File: config.mk
export PLATFORM = sky130hd
export DESIGN_NAME = nru_victim_selector
export DESIGN_NICKNAME = d
export VERILOG_FILES = /design/src/rtl/nru_pkg.sv /design/src/rtl/nru_interval_timer.sv /design/src/rtl/nru_frame_state.sv /design/src/rtl/nru_victim_picker.sv /design/src/rtl/nru_victim_selector.sv
export SDC_FILE = /design/constraint.sdc
export NUM_CORES = 1
export LEC_CHECK = 0
export BUFFER_PORTS_ARGS = -buffer_cell sky130_fd_sc_hd__clkbuf_2
export CELL_PAD_IN_SITES_DETAIL_PLACEMENT = 1
export CELL_PAD_IN_SITES_GLOBAL_PLACEMENT = 1
export CORE_MARGIN = 5
export CORE_UTILIZATION = 48
export DETAILED_ROUTE_END_ITERATION = 8
export PLACE_DENSITY = 0.84
export SKIP_CTS_REPAIR_TIMING = 1
export SLEW_MARGIN = 20
export SYNTH_ARGS = -nofsm -noshare
export SYNTH_HDL_FRONTEND = slang
export SYNTH_HIERARCHICAL = 1
export SYNTH_SLANG_ARGS = --single-unit
File: constraint.sdc
create_clock -name clk -period 4.61 [get_ports clk]
set_clock_uncertainty 0.15 [all_clocks]
set_input_delay 0.461 -clock clk [delete_from_list [all_inputs] [get_ports clk]]
set_output_delay 0.461 -clock clk [all_outputs]
set_load 0.03 [all_outputs]
File: src/rtl/nru_pkg.sv
package nru_pkg;

  localparam int unsigned CLASS_W = 2;
  localparam int unsigned NUM_CLASSES = 4;

  // Class code is {touched, dirty}; lower means cheaper to evict.
  typedef enum logic [CLASS_W-1:0] {
    CLS_COLD_CLEAN = 2'd0,
    CLS_COLD_DIRTY = 2'd1,
    CLS_HOT_CLEAN  = 2'd2,
    CLS_HOT_DIRTY  = 2'd3
  } frame_class_e;

  function automatic frame_class_e frame_class(input logic touched, input logic dirty);
    return frame_class_e'({touched, dirty});
  endfunction

  // One step of a 16-bit Galois LFSR (maximal length taps).
  function automatic logic [15:0] lfsr_step(input logic [15:0] s);
    return s[0] ? ((s >> 1) ^ 16'hB400) : (s >> 1);
  endfunction

endpackage

File: src/rtl/nru_interval_timer.sv
module nru_interval_timer #(
  parameter int unsigned CNT_W = 16,
  parameter int unsigned INIT_INTERVAL = 0
) (
  input  logic             clk,
  input  logic             rst_n,
  input  logic             cfg_wr,
  input  logic [CNT_W-1:0] cfg_value,
  output logic             tick
);

  localparam logic [CNT_W-1:0] INIT_P = CNT_W'(INIT_INTERVAL);
  localparam logic [CNT_W-1:0] ONE    = CNT_W'(1);

  logic [CNT_W-1:0] period_q;
  logic [CNT_W-1:0] count_q;
  logic             period_on;
  logic             at_end;

  assign period_on = (period_q != '0);
  assign at_end    = (count_q == (period_q - ONE));
  assign tick      = period_on && at_end && !cfg_wr;

  always_ff @(posedge clk) begin
    if (!rst_n) begin
      period_q <= INIT_P;
      count_q  <= '0;
    end else if (cfg_wr) begin
      period_q <= cfg_value;
      count_q  <= '0;
    end else if (!period_on || tick) begin
      count_q  <= '0;
    end else begin
      count_q  <= count_q + ONE;
    end
  end

  // a zero period never produces a clear
  a_r4_zero_idle: assert property (@(posedge clk) disable iff (!rst_n)
    (period_q == '0) |-> !tick);

  // count stays inside the programmed period
  a_r4_count_bound: assert property (@(posedge clk) disable iff (!rst_n)
    period_on |-> (count_q < period_q));

  // a configuration write restarts the count
  a_r4_restart: assert property (@(posedge clk) disable iff (!rst_n)
    cfg_wr |=> (count_q == '0));

endmodule

File: src/rtl/nru_frame_state.sv
module nru_frame_state #(
  parameter int unsigned N_FRAMES = 16,
  parameter int unsigned IDX_W = $clog2(N_FRAMES)
) (
  input  logic                clk,
  input  logic                rst_n,
  input  logic                acc_valid,
  input  logic [IDX_W-1:0]    acc_idx,
  input  logic                acc_write,
  input  logic                load_valid,
  input  logic [IDX_W-1:0]    load_idx,
  input  logic                clear_ref,
  output logic [N_FRAMES-1:0] touched_o,
  output logic [N_FRAMES-1:0] dirty_o
);

  logic [N_FRAMES-1:0] touched_q, dirty_q;
  logic [N_FRAMES-1:0] touched_d, dirty_d;
  logic [N_FRAMES-1:0] acc_hit, load_hit;

  // One-hot decode of the two ports, one slice per frame.
  for (genvar g = 0; g < N_FRAMES; g++) begin : g_decode
    assign acc_hit[g]  = acc_valid  && (acc_idx  == IDX_W'(g));
    assign load_hit[g] = load_valid && (load_idx == IDX_W'(g));
  end

  always_comb begin
    for (int i = 0; i < N_FRAMES; i++) begin
      if (load_hit[i]) begin
        touched_d[i] = 1'b1;
        dirty_d[i]   = 1'b0;
      end else begin
        touched_d[i] = acc_hit[i] ? 1'b1 : (clear_ref ? 1'b0 : touched_q[i]);
        dirty_d[i]   = dirty_q[i] | (acc_hit[i] & acc_write);
      end
    end
  end

  always_ff @(posedge clk) begin
    if (!rst_n) begin
      touched_q <= '0;
      dirty_q   <= '0;
    end else begin
      touched_q <= touched_d;
      dirty_q   <= dirty_d;
    end
  end

  assign touched_o = touched_q;
  assign dirty_o   = dirty_q;

  // an access not overridden by a load leaves the frame touched
  a_r1_access_sets: assert property (@(posedge clk) disable iff (!rst_n)
    (acc_valid && !(load_valid && load_idx == acc_idx)) |=> touched_q[$past(acc_idx)]);

  // a write access leaves the frame dirty
  a_r2_write_dirty: assert property (@(posedge clk) disable iff (!rst_n)
    (acc_valid && acc_write && !(load_valid && load_idx == acc_idx)) |=> dirty_q[$past(acc_idx)]);

  // a quiet clear empties every touched bit
  a_r3_clear_all: assert property (@(posedge clk) disable iff (!rst_n)
    (clear_ref && !acc_valid && !load_valid) |=> (touched_q == '0));

  // dirty bits survive a clear
  a_r3_keep_dirty: assert property (@(posedge clk) disable iff (!rst_n)
    (clear_ref && !acc_valid && !load_valid) |=> $stable(dirty_q));

  // a loaded frame is touched and clean
  a_r6_load_fresh: assert property (@(posedge clk) disable iff (!rst_n)
    load_valid |=> (touched_q[$past(load_idx)] && !dirty_q[$past(load_idx)]));

endmodule

File: src/rtl/nru_victim_picker.sv
module nru_victim_picker
  import nru_pkg::*;
#(
  parameter int unsigned N_FRAMES = 16,
  parameter int unsigned IDX_W = $clog2(N_FRAMES),
  parameter logic [15:0] LFSR_SEED = 16'hACE1
) (
  input  logic                clk,
  input  logic                rst_n,
  input  logic                req,
  input  logic [N_FRAMES-1:0] touched_i,
  input  logic [N_FRAMES-1:0] dirty_i,
  output logic                valid_o,
  output logic [IDX_W-1:0]    idx_o
);

  // First set bit at or after 'start', wrapping round the frame ring.
  function automatic logic [IDX_W-1:0] rot_pick(input logic [N_FRAMES-1:0] mask,
                                                 input logic [IDX_W-1:0] start);
    logic [IDX_W-1:0] res;
    logic found;
    res = start;
    found = 1'b0;
    for (int k = 0; k < N_FRAMES; k++) begin
      int j;
      j = (int'(start) + k) % N_FRAMES;
      if (!found && mask[j]) begin
        res = IDX_W'(j);
        found = 1'b1;
      end
    end
    return res;
  endfunction

  logic [15:0]         lfsr_q;
  logic [N_FRAMES-1:0] cls_mask [NUM_CLASSES];
  logic [N_FRAMES-1:0] win_mask;
  logic [IDX_W-1:0]    start_pt;

  logic                s1_valid;
  logic [N_FRAMES-1:0] s1_mask;
  logic [IDX_W-1:0]    s1_start;
  logic [IDX_W-1:0]    pick_idx;

  // Membership mask of each class.
  for (genvar c = 0; c < NUM_CLASSES; c++) begin : g_class
    always_comb begin
      for (int i = 0; i < N_FRAMES; i++) begin
        cls_mask[c][i] = (frame_class(touched_i[i], dirty_i[i]) == frame_class_e'(c));
      end
    end
  end

  // Lowest non-empty class wins.
  always_comb begin
    win_mask = cls_mask[NUM_CLASSES-1];
    for (int c = NUM_CLASSES - 2; c >= 0; c--) begin
      if (cls_mask[c] != '0) win_mask = cls_mask[c];
    end
  end

  assign start_pt = IDX_W'(lfsr_q % 16'(N_FRAMES));
  assign pick_idx = rot_pick(s1_mask, s1_start);

  always_ff @(posedge clk) begin
    if (!rst_n) begin
      lfsr_q   <= LFSR_SEED;
      s1_valid <= 1'b0;
      s1_mask  <= '0;
      s1_start <= '0;
      valid_o  <= 1'b0;
      idx_o    <= '0;
    end else begin
      lfsr_q   <= lfsr_step(lfsr_q);
      s1_valid <= req;
      if (req) begin
        s1_mask  <= win_mask;
        s1_start <= start_pt;
      end
      valid_o  <= s1_valid;
      if (s1_valid) idx_o <= pick_idx;
    end
  end

  // the snapshot of the winning class is never empty
  a_r5_nonempty: assert property (@(posedge clk) disable iff (!rst_n)
    s1_valid |-> (s1_mask != '0));

  // the search lands on a member of the winning class
  a_r5_member: assert property (@(posedge clk) disable iff (!rst_n)
    s1_valid |-> s1_mask[pick_idx]);

  // answer strobe follows the request by exactly two edges
  a_r7_latency: assert property (@(posedge clk) disable iff (!rst_n)
    valid_o == $past(req, 2));

  // LFSR never locks up at zero
  a_r8_lfsr_alive: assert property (@(posedge clk) disable iff (!rst_n)
    lfsr_q != '0);

endmodule

File: src/rtl/nru_victim_selector.sv
module nru_victim_selector #(
  parameter int unsigned N_FRAMES = 16,
  parameter int unsigned INTERVAL_W = 16,
  parameter int unsigned INIT_INTERVAL = 0,
  parameter int unsigned IDX_W = $clog2(N_FRAMES)
) (
  input  logic                  clk,
  input  logic                  rst_n,
  input  logic                  acc_valid,
  input  logic [IDX_W-1:0]      acc_frame,
  input  logic                  acc_write,
  input  logic                  load_valid,
  input  logic [IDX_W-1:0]      load_frame,
  input  logic                  cfg_wr,
  input  logic [INTERVAL_W-1:0] cfg_interval,
  input  logic                  vic_req,
  output logic                  vic_valid,
  output logic [IDX_W-1:0]      vic_frame
);

  logic                clear_tick;
  logic [N_FRAMES-1:0] touched;
  logic [N_FRAMES-1:0] dirty;

  nru_interval_timer #(
    .CNT_W(INTERVAL_W),
    .INIT_INTERVAL(INIT_INTERVAL)
  ) u_timer (
    .clk      (clk),
    .rst_n    (rst_n),
    .cfg_wr   (cfg_wr),
    .cfg_value(cfg_interval),
    .tick     (clear_tick)
  );

  nru_frame_state #(
    .N_FRAMES(N_FRAMES),
    .IDX_W(IDX_W)
  ) u_state (
    .clk       (clk),
    .rst_n     (rst_n),
    .acc_valid (acc_valid),
    .acc_idx   (acc_frame),
    .acc_write (acc_write),
    .load_valid(load_valid),
    .load_idx  (load_frame),
    .clear_ref (clear_tick),
    .touched_o (touched),
    .dirty_o   (dirty)
  );

  nru_victim_picker #(
    .N_FRAMES(N_FRAMES),
    .IDX_W(IDX_W)
  ) u_pick (
    .clk      (clk),
    .rst_n    (rst_n),
    .req      (vic_req),
    .touched_i(touched),
    .dirty_i  (dirty),
    .valid_o  (vic_valid),
    .idx_o    (vic_frame)
  );

  // no answer leaves the block while reset is held
  a_r9_quiet_reset: assert property (@(posedge clk)
    !rst_n |=> !vic_valid);

endmodule

Yosys cells after proc, flatten, opt, wreduce, memory -nomap -nowiden
Index checks and enable logic that the tools add are counted.
{"block": "word_totals", "reg_bits": 106, "latch_bits": 0, "ramBits": 0, "mem_bits_ro": 0, "inputBits": 31, "out_inout_bits": 5, "mem_count": 0}
{"block": "classes", "add_sub_neg": 17, "multipliers": 0, "div": 0, "n_lt_le_gt_ge": 16, "n_eq_ne": 79, "shifts": 0, "n_mux": 99, "bitwise": 34, "reduce_logical": 122}
{"operator": "4-bit by 5-bit < comparator with 1-bit output (second input constant)", "n": 16}
{"operator": "1-bit binary-select mux with 4-bit select", "n": 16}
{"operator": "2-bit equality test (second input constant)", "n": 32}
{"operator": "4-bit equality test (second input constant)", "n": 16}
{"operator": "1-bit 2-to-1 mux", "n": 64}
{"operator": "16-bit 2-to-1 mux", "n": 4}
{"operator": "16-bit nonzero test", "n": 4}
{"operator": "4-bit 2-to-1 mux", "n": 15}
{"operator": "1-bit logical AND", "n": 49}
{"operator": "3-bit nonzero test", "n": 16}
{"operator": "4-bit adder (second input constant)", "n": 8}
{"operator": "2-bit by 1-bit equality test with 1-bit output (second input constant)", "n": 16}
{"operator": "4-bit by 3-bit equality test with 1-bit output (second input constant)", "n": 8}
{"operator": "2-bit zero test", "n": 16}
{"operator": "2-bit OR reduction", "n": 16}
{"operator": "1-bit zero test", "n": 17}
{"operator": "16-bit by 1-bit adder with 16-bit output (second input constant)", "n": 1}
{"operator": "4-bit by 3-bit adder with 4-bit output (second input constant)", "n": 4}
{"operator": "1-bit bitwise AND", "n": 16}
{"operator": "16-bit equality test", "n": 1}
{"operator": "4-bit by 2-bit equality test with 1-bit output (second input constant)", "n": 4}
{"operator": "1-bit bitwise OR", "n": 16}
{"operator": "16-bit by 1-bit subtractor with 16-bit output (second input constant)", "n": 1}
{"operator": "4-bit by 2-bit adder with 4-bit output (second input constant)", "n": 2}
{"operator": "7 further kinds", "n": 9}

Depth between registers and ports, before layout
Gate-level depths: netlist of run 1.
{"block": "logic_depth", "word_depth": 48, "mapped_depth": 17}

By module
The synthesis of run 1 kept the hierarchy.
{"module": "nru_victim_picker", "n_inst": 1, "cells_per_inst": 499, "area_per_inst_um2": 4347.9}
{"module": "nru_interval_timer", "n_inst": 1, "cells_per_inst": 203, "area_per_inst_um2": 1811.7}
{"module": "nru_frame_state", "n_inst": 1, "cells_per_inst": 160, "area_per_inst_um2": 1398.8}

Worst setup path after synthesis of run 1
OpenSTA, ideal clock, no wires.
{"block": "synth_path", "kind": "flip-flop to flip-flop", "from": "reg u_pick.s1_start[1]", "to": "reg u_pick.idx_o[2]", "setup_time_ns": 0.128, "arrival_time_ns": 3.570, "t_required_ns": 4.332, "path_slack_ns": 0.762, "path_stages_with_launch": 17, "synth_period_minus_slack_ns": 3.848, "path_cell_list": "dfxtp_1 > buf_6 > buf_12 > buf_2 > inv_1 > ha_1 > buf_4 > buf_6 > mux2i_1 > mux4_1 > mux2_2 > o32ai_1 > nor2_1 > a2111oi_2 > o21bai_1 > o211a_1 > o41ai_2"}
{"block": "synth_via", "elab_chain_len": 48}
{"item": "start: declaration", "line": "nru_victim_picker.sv:42", "source": "logic [IDX_W-1:0] s1_start;"}
{"item": "start signal: assignment", "line": "nru_victim_picker.sv:78", "source": "s1_start <= start_pt;"}
{"item": "branches (longest 47 deep; another with 4-bit by 1-bit adder with 4-bit output)"}
{"item": "4-bit 2-to-1 mux *", "line": "nru_victim_picker.sv:27", "source": "if (!found && mask[j]) begin"}
{"item": "end signal: assignment", "line": "nru_victim_picker.sv:81", "source": "if (s1_valid) idx_o <= pick_idx;"}
{"item": "end: declaration", "line": "nru_victim_picker.sv:14", "source": "output logic [IDX_W-1:0] idx_o"}
Every way passes the cells marked *. The select of a mux whose other input is x is not followed.
A chain may end at the register's enable or synchronous reset.

Worst setup path after layout of run 1
{"block": "layout_path", "from": "reg u_pick.s1_start[0]", "to": "reg u_pick.idx_o[2]"}
Same word-level chain as after synthesis.

==> results of run 1 <==
[worst paths after layout]
| check | cells past startpoint | end | slack [ns] |
|---|---|---|---|
| min | 3 | u_timer/period_q[12] | 0.19 |
| max | 12 | u_pick/idx_o[2] | 0.43 |
| min reg2reg | 1 | u_pick/lfsr_q[6] | 0.26 |
| max reg2reg | 12 | u_pick/idx_o[2] | 0.43 |
[flip-flops by register name (all words and copies together), names as in the netlist]
signal             cells
u_timer/count_q       16
u_pick/s1_mask        16
u_timer/period_q      16
u_pick/lfsr_q         16
u_pick/s1_start        4
u_state/dirty_o       16
u_pick/idx_o           4
u_pick/valid_o         1
u_state/touched_o     16
u_pick/s1_valid        1
[synth_stat cells (6+ instances only)]
master	n
and3_1	9
a21oi_1	58
mux4_2	23
o211ai_1	22
o21ai_0	24
o21ai_1	6
dfxtp_1	106
a31oi_1	9
and2_1	7
o22ai_1	27
nand3_1	26
nor4_1	6
inv_1	31
xor2_1	18
nand4_1	12
ha_1	9
a21o_1	19
a221oi_1	17
mux2_2	9
mux4_1	6
nor3b_1	7
nand3b_1	12
nand2_1	59
nor2_1	100
nor3_1	15
xnor2_1	23
nand2b_1	21
clkbuf_1	15
buf_2	13
buf_6	9
mux2i_1	51
buf_4	6
[power groups by stage]
stage / Combinational, W / Sequential, W / Clock [W]
floorplan: 0.000508 / 0.00103 / 0
global placement: 0.000643 / 0.00104 / 0
detailed placement: 0.000657 / 0.00104 / 0
CTS: 0.000661 / 0.00102 / 0.000799
global route: 0.000725 / 0.00103 / 0.000837
finish: 0.000671 / 0.00102 / 0.000775
[cell families after synthesis]
family	Yosys count	share of synthesized area, %
AO/OA/AOI/OAI	222	20.20
multiplexers	92	17.71
buffers and inverters	81	5.810
flip-flops	106	28.07
XOR/XNOR	44	5.396
adder cells (fa/ha/maj)	9	1.490
AND/OR/NAND/NOR	308	21.32
[cell type report]
type / count / area share [%]
Clock inverter: 7 / 0.8536
Timing Repair Buffer: 46 / 3.197
Multi-Input combinational cell: 675 / 61.99
Inverter: 33 / 1.568
Tap cell: 211 / 3.275
Sequential cell: 106 / 26.32
Clock buffer: 9 / 2.794
[worst min-delay path: cells and delay by family]
kind / cells / cell delay [ns]
buf+inv: 1 / 0.08
mux: 1 / 0.05
simple gates: 1 / 0.07
[cells in the final DEF (no fill, tap or decap), types with 12 or more instances in the layout]
cell type / n
nor3_1: 15
nand2b_1: 21
nand3b_1: 12
dfxtp_1: 106
mux2i_1: 51
nand2_1: 59
a21o_1: 19
o21ai_0: 24
o22ai_1: 27
nand3_1: 26
xor2_1: 18
o211ai_1: 22
nor2_1: 100
a21oi_1: 58
xnor2_1: 23
a221oi_1: 17
nand4_1: 12
clkbuf_2: 35
inv_1: 31
mux4_2: 23
[stage by stage]
step,cell area (µm²),total power (W),hold WS (ns),util [%]
6_report,8061,0.002468,0.1896,52.64
5_1_grt,8061,0.002591,0.1991,52.64
4_1_cts,8061,0.002481,0.1820,52.64
3_5_place_dp,7767,0.001698,0.2441,50.72
3_3_place_gp,7767,0.001681,0.2398,50.72
2_1_floorplan,7559,0.001535,0.2363,-
[per-layer routing]
| metal | vias up | GRT usage [%] |
|---|---|---|
| li1 | 3215 | - |
| met1 | 3424 | 32.45 |
| met2 | 230 | 42.17 |
| met3 | 59 | 4.086 |
| met4 | 0 | 10.75 |
| met5 | - | 0 |
==> results.ini, run 1 <==
[power_and_ir_drop]
sw_frac_of_total_pct = 33.06
power.leakage_nw = 3.018
combinationalPowerShare_pct = 27.2
internal_power_w = 0.001652
power_switching_w = 0.0008158
clkPwrFrac_pct = 31.4
ir_worst_vdd_mv = 0.1879
p_seq_share_pct = 41.4
p_per_area_nw_per_um2 = 306.1

[clock_tree]
clock_latency_ns = 0.36
h-tree-depth = 3
cts_sinks = 106
cts_buffers = 9
cts_tree = yes
path_clk_slew_ns = 0.07
cts_root_buffer = clkbuf_16
cts_buffer_depth = 2

[sta]
setup_tns_ns = 0
finalSetupViolations = 0
worstMarginPinSlew_ns = 0.9470
maxSlewViolCount = 0
rsz0062_at_grt = no
fmax_mhz = 239.2
setup_ws_ns = 0.4288
slew-limit-headroom_pct = 36.78
finalCriticalPeriod_ns = 4.181
hold_viol = 0
finalCritPeriodShare_pct = 90.70

[setup_path]
cp_cell_sequence = inv_4 -> ha_1 -> mux4_2 -> mux2i_1 -> mux2i_1 -> buf_4 -> nor3_4 -> nand2_1 -> a2111oi_2 -> o21bai_1 -> o211a_1 -> o41ai_2
r2r-start = u_pick/s1_start[0]
path_common_cell = mux2i_1
path_max_fanout = 15
arrival_ns = 4.24
critPathMaxStageDelay_ns = 0.69
worstSetupEndpointType = register
crit_buf_inv = 2
critical_path_class = register to register
critPathLaunch = u_pick/s1_start[0]
critical_path_required_ns = 4.67
cpLargestDelayFamily = multiplexers
worstSetupStartpointType = register
crit_path_top_delay_cell = ha_1

[detailed_routing]
wl_met2_um = 10940
route.met3.wl_um = 1152
ant_nets = 0
routed_wirelength_um = 22790
drc = 0
avgViaCountPerCell = 6.374
vias = 6928
wl_per_cell_um = 20.96
wl_met1_um = 9896
highest_layer = met4
firstDrtPassIters = 5
drt_iter0_markers = 479

[yosys]
yosysTopAreaCell = dfxtp_1
yosysUniqueCellTypes = 91
synth-edff-count = 0
synth_nets = 902
ys_ff_latch = 106
syn_area_um2 = 7558
async_reset_ff_share_pct = 0
synth_top_flop_cell = dfxtp_1
syn-instance-count = 862
yosys-top-cells-area = dfxtp_1 28%, mux4_2 6.9%, mux2i_1 6.8%, nor2_1 5.0%, a21oi_1 3.8%
yosysWarnings = 6
ys_seq_area_share_pct = 28.07
syn_area_per_cell_um2 = 8.769
yosysTopAreaCellShare_pct = 28.07

[floorplan]
die_area_um2 = 18360
die_w_um = 135.5
start_util_pct = 49.35
core_um2 = 15310
die_y_um = 135.5
core.rowCount = 45
io_pins = 36

[min_path]
holdCritPathClass = input port to register
hold_start = cfg_interval[12]

[outcome]
outcome = finished, final reports clean

[final_layout]
regArea_um2 = 2122
diodes = 0
layout.cells.non_filler = 1087
area.growth.synth_to_final_pct = 6.655
nets = 911
multiInputGateArea_um2 = 4997
layout-drive-gt1-share_pct = 14.27
fill_cells = 1837

[global_route]
grt_usage_pct = 25.28
antenna_found_initial = 0
grt_pass1_wl_um = 37150
grt_pass1_vias = 6985
grt.overflow.total = 0
grt_max_degree = 50

[place]
hpwl_um = 16760
dp_cells = 1071
post-place-ws_ns = 0.4773
gp_congestion = 0.9209
portBuffers = 35

[flow_run]
drv_cap = 0

No activity file was read; power rests on OpenSTA's default activity.
==> inputs of run 2 (changes only) <==
BUFFER_PORTS_ARGS = default   (was -buffer_cell sky130_fd_sc_hd__clkbuf_2)
CORE_UTILIZATION = 50   (was 48)
DONT_BUFFER_PORTS = 1   (was default)
==> results.ini, run 2 (synthesized netlist as in run 1, its figures left out) <==
[sta]
finalCriticalPeriod_ns = 4.161  ; -0.01989 ns
setup_tns_ns = 0  ; unchanged
slew-limit-headroom_pct = 39.39  ; +2.6 points
worstMarginPinSlew_ns = 0.9060  ; -0.04098 ns
finalCritPeriodShare_pct = 90.27  ; -0.43 points
fmax_mhz = 240.3  ; +0.48%
finalSetupViolations = 0  ; unchanged
maxSlewViolCount = 0  ; unchanged
hold_viol = 0  ; unchanged
rsz0062_at_grt = no

[setup_path]
reg2regPathDepth = 11  ; -1
worstSetupStartpointType = register
critPathLaunch = u_pick/s1_start[0]
r2r-start = u_pick/s1_start[0]
critPathMaxStageDelay_ns = 0.73  ; +0.04 ns
crit_path_top_delay_cell = ha_1
path_common_cell = mux2i_1
cp-endpoint = u_pick/idx_o[2]
critical_path_class = register to register
rrSetupSlack_ns = 0.45  ; +0.02 ns
critical_path_required_ns = 4.67  ; about the same
path_max_fanout = 15  ; unchanged
cp_cell_sequence = inv_4 -> ha_1 -> buf_4 -> mux2i_1 -> mux2i_1 -> mux4_2 -> or2_4 -> a2111oi_2 -> o21bai_1 -> o211a_1 -> o41ai_2
worstSetupEndpointType = register
arrival_ns = 4.22  ; -0.02 ns
rr_endpoint = u_pick/idx_o[2]

[final_layout]
fill_cells = 1777  ; -3.3%
final_util_pct = 52.13  ; -0.50 points
nets = 873  ; -4.2%
area.growth.synth_to_final_pct = 3.691
diodes = 0  ; unchanged
layout-drive-gt1-share_pct = 10.38  ; -3.9 points
layout_commonest_cell = dfxtp_1
mostFrequentLayoutCells = 105 x dfxtp_1, 100 x nor2_1, 59 x nand2_1

[clock_tree]
cts_tree = yes
h-tree-depth = 3  ; unchanged
path_clk_slew_ns = 0.07  ; about the same
cts_root_buffer = clkbuf_16
clock_latency_ns = 0.35  ; about the same
cts_sinks = 106  ; unchanged
cts_buffers = 9  ; unchanged
cts_buffer_depth = 2  ; unchanged

[global_route]
grt_usage_pct = 26.47  ; +1.2 points
grt_max_degree = 51  ; +2.0%
grt_pass1_vias = 7061  ; +1.1%
antenna_found_initial = 0  ; unchanged
grt.overflow.total = 0  ; unchanged
grt_pass1_wl_um = 37940  ; +2.1%

[detailed_routing]
routed_wirelength_um = 23410  ; +2.7%
drc = 0  ; unchanged
wl_per_cell_um = 22.81  ; +8.8%
vias = 6875  ; -0.77%
drt_iter0_markers = 495  ; +3.3%
firstDrtPassIters = 5  ; unchanged
ant_nets = 0  ; unchanged
avgViaCountPerCell = 6.701  ; +5.1%

[floorplan]
core.rowCount = 45  ; unchanged
io_pins = 36  ; unchanged
die_y_um = 133.0  ; -1.9%
die_w_um = 133.0  ; -1.9%
core_um2 = 15030  ; -1.8%
start_util_pct = 50.28  ; +0.92 points
die_area_um2 = 17680  ; -3.7%

[flow_run]
drv_cap = 0  ; unchanged

[power_and_ir_drop]
sw_frac_of_total_pct = 32.82  ; -0.24 points
ir_worst_vdd_mv = 0.1819  ; -3.2%
power_switching_w = 0.0008022  ; -1.7%
p_seq_share_pct = 42.5  ; +1.1 points
power.leakage_nw = 2.850  ; -5.6%
combinationalPowerShare_pct = 25.4  ; -1.8 points
internal_power_w = 0.001642  ; -0.60%
p_per_area_nw_per_um2 = 311.9  ; +1.9%
clkPwrFrac_pct = 32.1  ; +0.7 points

[place]
hpwl_um = 17210  ; +2.7%
gp_congestion = 0.9525  ; +3.4%
portBuffers = 0  ; -100%

[outcome]
outcome = finished, final reports clean

[min_path]
holdCritPathClass = input port to register

[run 2: changes by cell type in the layout (fill, tap and decap cells not counted), sizes merged]
cell / before / now
clkbuf: 44 / 10
buf: 11 / 8
clkinv: 5 / 3
clkinvlp: 1 / 2
[run 2: layout make-up]
cell class	instances	area (µm²)	share of cell area (%)
Multi-Input combinational cell	675	4997	63.76
Sequential cell	106	2123	27.09
Tap cell	188	235.2	3.001
Clock buffer	10	229.0	2.921
Inverter	33	126.4	1.612
Clock inverter	6	66.31	0.8461
Timing Repair Buffer	8	60.06	0.7663
[run 2: stage by stage]
| stage | total power, W | hold slack, ns | setup WS [ns] | area, µm² | instances |
|---|---|---|---|---|---|
| 6_report | 0.002444 | 0.04299 | 0.4487 | 7838 | 1026 |
| 5_1_grt | 0.002553 | 0.02118 | 0.1449 | 7838 | 1026 |
| 4_1_cts | 0.002447 | 0.01776 | 0.4855 | 7836 | 1026 |
| 3_5_place_dp | 0.001663 | 0.2442 | 0.4887 | 7541 | 1010 |
| 3_3_place_gp | 0.001635 | 0.2433 | 0.6448 | 7541 | 1010 |
| 2_1_floorplan | 0.001535 | 0.2363 | 0.7617 | 7559 | 862 |
[run 2: worst min path at each step]
stage / from / end / slack [ns] / depth (start not counted)
after detailed placement: u_pick/lfsr_q[6] / u_pick/lfsr_q[5] / 0.24 / 1
final: rst_n / u_pick/lfsr_q[13] / 0.04 / 1
after global routing: rst_n / u_pick/lfsr_q[13] / 0.02 / 1
after CTS: rst_n / u_pick/lfsr_q[13] / 0.02 / 1
after global placement: u_pick/lfsr_q[12] / u_pick/lfsr_q[11] / 0.24 / 1
after floorplan: u_pick/lfsr_q[12] / u_pick/lfsr_q[11] / 0.24 / 1
[run 2: worst max-delay path: cells and delay by family (launching register included)]
kind,cells,cell delay (ns)
multiplexers,3,1.17
AO/OA/AOI/OAI,4,0.83
adder cells (fa/ha/maj),1,0.73
buffers and inverters,2,0.44
flip-flops,1,0.38
AND/OR/NAND/NOR,1,0.32
[run 2: power groups by stage]
stage	combinational (W)	clock (W)	sequential, W
CTS	0.000612	0.000799	0.00104
global route	0.000672	0.000838	0.00104
global placement	0.000582	0	0.00105
finish	0.000622	0.000785	0.00104
floorplan	0.000508	0	0.00103
detailed placement	0.000607	0	0.00106
[run 2: routing by layer]
layer / wire (µm) / track usage, % / vias to the layer above
met5: 0 / 0 / -
met1: 9767 / 33.27 / 3415
met2: 11740 / 45.74 / 244
li1: - / - / 3162
met4: 640 / 9.700 / 0
met3: 1262 / 4.297 / 54
